[src/rtl/prio_enc_pkg.sv]
package prio_enc_pkg;
    localparam int unsigned SLICE_LINES = 8;
    localparam int unsigned SLICE_CODE  = $clog2(SLICE_LINES);
    localparam int unsigned NUM_SLICES  = 2;
endpackage

[src/rtl/prio_find_high.sv]
// Locates the highest set bit of a positive-logic request vector.
module prio_find_high #(
    parameter int unsigned LINES = 8,
    localparam int unsigned IDX_W = $clog2(LINES)
) (
    input  logic [LINES-1:0] hit,
    output logic [IDX_W-1:0] idx,
    output logic             any
);
    always_comb begin
        idx = '0;
        for (int i = 0; i < LINES; i++) begin
            if (hit[i]) idx = IDX_W'(i);
        end
        any = |hit;
    end

    always_comb begin
        if (any) begin
            p_top_bit_r2: assert (hit[idx] && ((hit >> idx) == 1))
                else $error("finder index is not the highest set bit");
        end
    end
endmodule

[src/rtl/prio_enc_slice.sv]
// One active-low priority encoder slice with enable chaining.
module prio_enc_slice #(
    parameter int unsigned LINES = prio_enc_pkg::SLICE_LINES,
    localparam int unsigned IDX_W = $clog2(LINES)
) (
    input  logic [LINES-1:0] req_n,
    input  logic             en_n,
    output logic [IDX_W-1:0] code_n,
    output logic             valid_n,
    output logic             idle_n
);
    logic [IDX_W-1:0] win_idx;
    logic             win_any;
    logic             active;

    prio_find_high #(.LINES(LINES)) find_i (
        .hit (~req_n),
        .idx (win_idx),
        .any (win_any)
    );

    assign active = ~en_n;

    always_comb begin
        code_n  = '1;
        valid_n = 1'b1;
        idle_n  = 1'b1;
        if (active) begin
            if (win_any) begin
                code_n  = ~win_idx;
                valid_n = 1'b0;
            end else begin
                idle_n  = 1'b0;
            end
        end
    end

    always_comb begin
        if (en_n) begin
            p_off_quiet_r3: assert (code_n == '1 && valid_n && idle_n)
                else $error("disabled slice drives an active output");
        end
        p_flags_excl_r7: assert (!(valid_n == 1'b0 && idle_n == 1'b0))
            else $error("valid and idle both asserted");
        if (!valid_n) begin
            p_code_hits_r5: assert (req_n[~code_n] == 1'b0)
                else $error("code points at an unasserted line");
        end
    end
endmodule

[src/rtl/prio_enc_chain.sv]
// Two slices chained through the idle flag into a wider encoder.
module prio_enc_chain #(
    parameter int unsigned LINES = prio_enc_pkg::SLICE_LINES,
    localparam int unsigned NSL   = prio_enc_pkg::NUM_SLICES,
    localparam int unsigned IDX_W = $clog2(LINES),
    localparam int unsigned ALL   = LINES * NSL
) (
    input  logic [ALL-1:0]   req_n,
    input  logic             en_n,
    output logic [IDX_W:0]   code_n,
    output logic             valid_n,
    output logic             idle_n
);
    logic [NSL-1:0]   sl_en_n;
    logic [NSL-1:0]   sl_valid_n;
    logic [NSL-1:0]   sl_idle_n;
    logic [IDX_W-1:0] sl_code_n [NSL];

    // Slice NSL-1 holds the highest lines and sees the external enable.
    assign sl_en_n[NSL-1] = en_n;

    for (genvar s = 0; s < NSL; s++) begin : g_slice
        if (s < NSL - 1) begin : g_link
            assign sl_en_n[s] = sl_idle_n[s+1];
        end
        prio_enc_slice #(.LINES(LINES)) slice_i (
            .req_n   (req_n[s*LINES +: LINES]),
            .en_n    (sl_en_n[s]),
            .code_n  (sl_code_n[s]),
            .valid_n (sl_valid_n[s]),
            .idle_n  (sl_idle_n[s])
        );
    end

    assign code_n  = {sl_valid_n[1], sl_code_n[1] & sl_code_n[0]};
    assign valid_n = &sl_valid_n;
    assign idle_n  = sl_idle_n[0];

    always_comb begin
        if (!sl_valid_n[1]) begin
            p_upper_wins_r6: assert (sl_en_n[0] && sl_valid_n[0])
                else $error("lower slice active while upper slice has a request");
        end
        if (!valid_n) begin
            p_out_hits_r1: assert (req_n[~code_n] == 1'b0)
                else $error("combined code points at an unasserted line");
        end
    end
endmodule

[config.mk]
export PLATFORM = sky130hd
export DESIGN_NAME = prio_enc_chain
export DESIGN_NICKNAME = d
export VERILOG_FILES = /design/src/rtl/prio_enc_pkg.sv /design/src/rtl/prio_find_high.sv /design/src/rtl/prio_enc_slice.sv /design/src/rtl/prio_enc_chain.sv
export SDC_FILE = /design/constraint.sdc
export NUM_CORES = 1
export LEC_CHECK = 0
export BUFFER_PORTS_ARGS = -buffer_cell sky130_fd_sc_hd__buf_2
export CAP_MARGIN = 0
export CORE_AREA = 2 2 39 41
export DETAILED_ROUTE_END_ITERATION = 8
export DIE_AREA = 0 0 41 43
export PLACE_DENSITY_LB_ADDON = 0.08
export SLEW_MARGIN = 20
export SYNTH_ARGS = -nofsm -noshare
export SYNTH_HDL_FRONTEND = slang
export SYNTH_SLANG_ARGS = --single-unit
export TNS_END_PERCENT = 50
[constraint.sdc]
create_clock -name vclk -period 0.9
set_input_delay 0.135 -clock vclk [all_inputs]
set_output_delay 0.135 -clock vclk [all_outputs]
set_load 0.02 [all_outputs]
Word-level counts from Yosys, hierarchy flattened
Index checks and enable logic that the tools add are counted.
{"block": "word_totals", "word_cells": 34, "inputBits": 17, "output_inout_bits": 6, "ff_bits": 0}
{"block": "op_classes", "bitwise": 5, "n_mux": 26, "reduce_logical": 3}
{"cell": "$mux 3", "n": 16}
{"cell": "$not 8->8", "n": 2}
{"cell": "$reduce_or 8->1", "n": 2}
{"cell": "$mux 1", "n": 10}
{"cell": "$not 3->3", "n": 2}
{"cell": "$and 3x3->3", "n": 1}
{"cell": "$reduce_and 2->1", "n": 1}

Longest topological paths before layout
{"block": "logic_depth", "depth_word": 12, "mapped_depth": 4}

Hierarchy
Synthesis repeated with hierarchy kept, for this count alone.
{"block": "unflattened", "cells_unflattened": 55, "area_unflattened_um2": 295.3}
{"module": "prio_find_high", "seq_area_each_um2": 0.0, "n_inst": 2, "area_per_inst_um2": 66.3, "cells_per_inst": 12}
{"module": "prio_enc_slice", "seq_area_each_um2": 0.0, "n_inst": 2, "area_per_inst_um2": 65.1, "cells_per_inst": 13}
{"module": "prio_enc_chain", "seq_area_each_um2": 0.0, "n_inst": 1, "area_per_inst_um2": 32.5, "cells_per_inst": 5}

Worst setup path after synthesis
No wires, ideal clock.
{"block": "synth_path", "path_kind": "in2out", "startpoint": "input req_n[8]", "endpoint": "output code_n[1]", "arrival_time_ns": 0.807, "stages": 4, "setup_slack_ns": -0.042, "path_cell_list": "nand4_2 > nor3_2 > o21ai_2 > o22a_1"}
{"block": "synth_via", "elab_chain_cells": 6, "elab_cells_between_ends": 8, "cone_classes": "5 x mux; 2 x bitwise; 1 x reduce/logical"}
{"element": "start: declaration", "line": "prio_enc_chain.sv:8", "text": "input logic [ALL-1:0] req_n,"}
{"element": "$not 8->8 (*)", "line": "prio_enc_slice.sv:17", "text": ".hit (~req_n),"}
{"element": "$reduce_or 8->1 (*)", "line": "prio_find_high.sv:15", "text": "any = |hit;"}
{"element": "$mux 1", "line": "prio_enc_slice.sv:29", "text": "if (win_any) begin"}
{"element": "$mux 1", "line": "prio_enc_slice.sv:28", "text": "if (active) begin"}
{"element": "$mux 3", "line": "prio_enc_slice.sv:28"}
{"element": "$and 3x3->3 (*)", "line": "prio_enc_chain.sv:35", "text": "assign code_n = {sl_valid_n[1], sl_code_n[1] & sl_code_n[0]};"}
{"element": "end: declaration", "line": "prio_enc_chain.sv:10", "text": "output logic [IDX_W:0] code_n,"}
Every way passes the cells marked *; elsewhere a longest branch is shown, timed or not.

Worst setup path after layout
Same ends and word-level chain as after synthesis.

==> out/metrics.cfg <==
[synth]
synth_compound_area_share_pct=46.2
synth_fa_ha_area_share_pct=0
synth_cell_types=16
yosysTopAreaCellShare_pct=12.7
synth_largest_area_cell=a31oi_1
yosysWarnings=0
synthTopCellsByArea=a31oi_1, nand4_2, o21ai_0
synth_top_family_by_area=compound AO/OA/AOI/OAI gates
synth-simple-area-share_pct=42.4
synth_xor_area_share_pct=0
synth.mux.area_fraction_pct=0
seq_area_frac_synth_pct=0
synthCells=31
synth_fp_nets=48
syn_area_um2=198
syn_avg_cell_area_um2=6.38

[drt]
dr_total_vias=349
first_pass_iters=1
via_per_inst=4.36
drc_errors=0
ant_nets=0
totalWireLength_um=719
wl_per_cell_um=8.99
dr.first_iter.drc_count=0

[sta]
post-route-min-period_ns=1.09
maxSlewHeadroom_pct=89.0
whs_ns=0.618
max_freq_ghz=0.917
tightest_slew_ns=0.163
maxSlewViolCount=0
hold_viol_final=0
finalSetupTns_ns=-0.810
worst_slack_ns=-0.191
setup_viol=6
rsz0062_at_grt=yes
period_share_pct=121

[die]
core_area_um2=1380
die_h_um=43
ios=23
start_util_pct=14.3
die_x_um=41
rows=14
dieArea_um2=1760

[layout]
final_cell_mix=buf_2, buf_4, buf_6
areaGrowthSynthToFinish_pct=161
n_clock_buffer=0
layout-drive-gt1-share_pct=67.2
seq_area_um2=0
antennaDiodeCount=0
design_area_um2=517
final_nets=83
fin_util_pct=37.3
seq_cell_count=0

[power_and_ir_drop]
p_leak_nw=0.247
ir_worst_vdd_mv=0.150
p_comb_share_pct=100.0
power_frac_seq_pct=0
power.density_nw_per_um2=413
swShare_pct=42.0
p_clk_share_pct=0
p_sw_w=0.0000897
intPower_w=0.000124

[grt]
grt_first_pass_wirelength_um=1170
grt-ovfl-total=0
grt_use_total_pct=9.00
grt_pass1_vias=318
antenna_found_initial=0
grt_max_degree=5

[run_status]
status=finished, violations left
violations=setup timing

[worst_setup_path]
crit_chain=buf_6 -> nand4_4 -> nor3_4 -> o21ai_2 -> o22a_2 -> buf_6
critPathBufInv=2
cp-startpoint=req_n[8]
crit_fanout=3
arrival_ns=0.96
cp-end-kind=output port
crit_family=simple AND/OR/NAND/NOR gates
path_class=in -> out
worstPathRequired_ns=0.76
critPathSlowestCell=o22a_2
crit_cells=6
critPathLaunchType=input port
crit_top_cell=buf_6
worstSetupEndpoint=code_n[1]
max_stage_delay_ns=0.21

[hold_path]
min_path_type=in -> out

[placement]
post-place-ws_ns=-0.268
io_buffers=23
dpl.hpwl_um=663
place_congestion=0.620
dpl_cell_area_um2=413

[clock_network]
cts_hold_buf=0

[job]
maxCapViolations=0

layout make-up:
cell class | instances | area [um2]
well taps | 16 | 20.0
multi-input cells | 26 | 211
inverters | 4 | 15.0
repair buffers | 34 | 270
fillers | 156 | 867
worst min-delay path, stage by stage:
cell and delay, ns:
buf_2 0.12, o21bai_4 0.12, buf_6 0.11
logic make-up after synthesis:
family | after synthesis
AO/OA/AOI/OAI | 13
buffers and inverters | 5
AND/OR/NAND/NOR | 13
power groups by stage:
| stage | clock [W] | sequential [W] | combinational (W) |
|---|---|---|---|
| 4_1_cts | 0 | 0 | 0.000214 |
| 2_1_floorplan | 0 | 0 | 0.0000668 |
| 6_report | 0 | 0 | 0.000214 |
| 3_5_place_dp | 0 | 0 | 0.000169 |
| 3_3_place_gp | 0 | 0 | 0.000169 |
| 5_1_grt | 0 | 0 | 0.000234 |
routing by layer:
| layer | track usage, % | routed length [um] | up-vias |
|---|---|---|---|
| li1 | - | - | 183 |
| met1 | 11.4 | 266 | 153 |
| met2 | 16.9 | 401 | 13 |
| met3 | 0 | 51 | 0 |
| met4 | 0 | 0 | 0 |
| met5 | 0 | 0 | - |
worst min-delay path by stage:
stage | slack, ns | cells past startpoint | from | endpoint
floorplan | 0.41 | 1 | en_n | code_n[2]
global route | 0.64 | 3 | en_n | code_n[2]
finish | 0.62 | 3 | en_n | code_n[2]
detailed placement | 0.65 | 3 | en_n | code_n[2]
global placement | 0.65 | 3 | en_n | code_n[2]
CTS | 0.63 | 3 | en_n | code_n[2]
per-stage QoR:
stage,total power [W],std cells
6_report,0.000214,80
4_1_cts,0.000214,80
5_1_grt,0.000234,80
3_5_place_dp,0.000169,78
2_1_floorplan,0.0000668,31
3_3_place_gp,0.000169,78
what timing repair did:
item | CTS | global route
resized for setup | 20 | 3
buffers inserted | 2 | 0
cloned | 0 | 0
hold endpoints to repair | 0 | 0
pin swaps | 6 | 2
setup endpoints to repair | 6 | 6
cell usage after synthesis:
| library cell | count |
|---|---|
| nand2_1 | 5 |
| a31oi_1 | 4 |
| inv_1 | 4 |
| o21ai_0 | 4 |
| nand4_1 | 2 |
| nand4_2 | 2 |
| and2_1 | 1 |
| and2b_1 | 1 |
| buf_4 | 1 |
| nor2_1 | 1 |
| nor3_2 | 1 |
| o21ai_2 | 1 |
| o21bai_1 | 1 |
| o21bai_2 | 1 |
| o22a_1 | 1 |
| o22a_2 | 1 |
No activity file was read; power rests on OpenSTA's default activity.
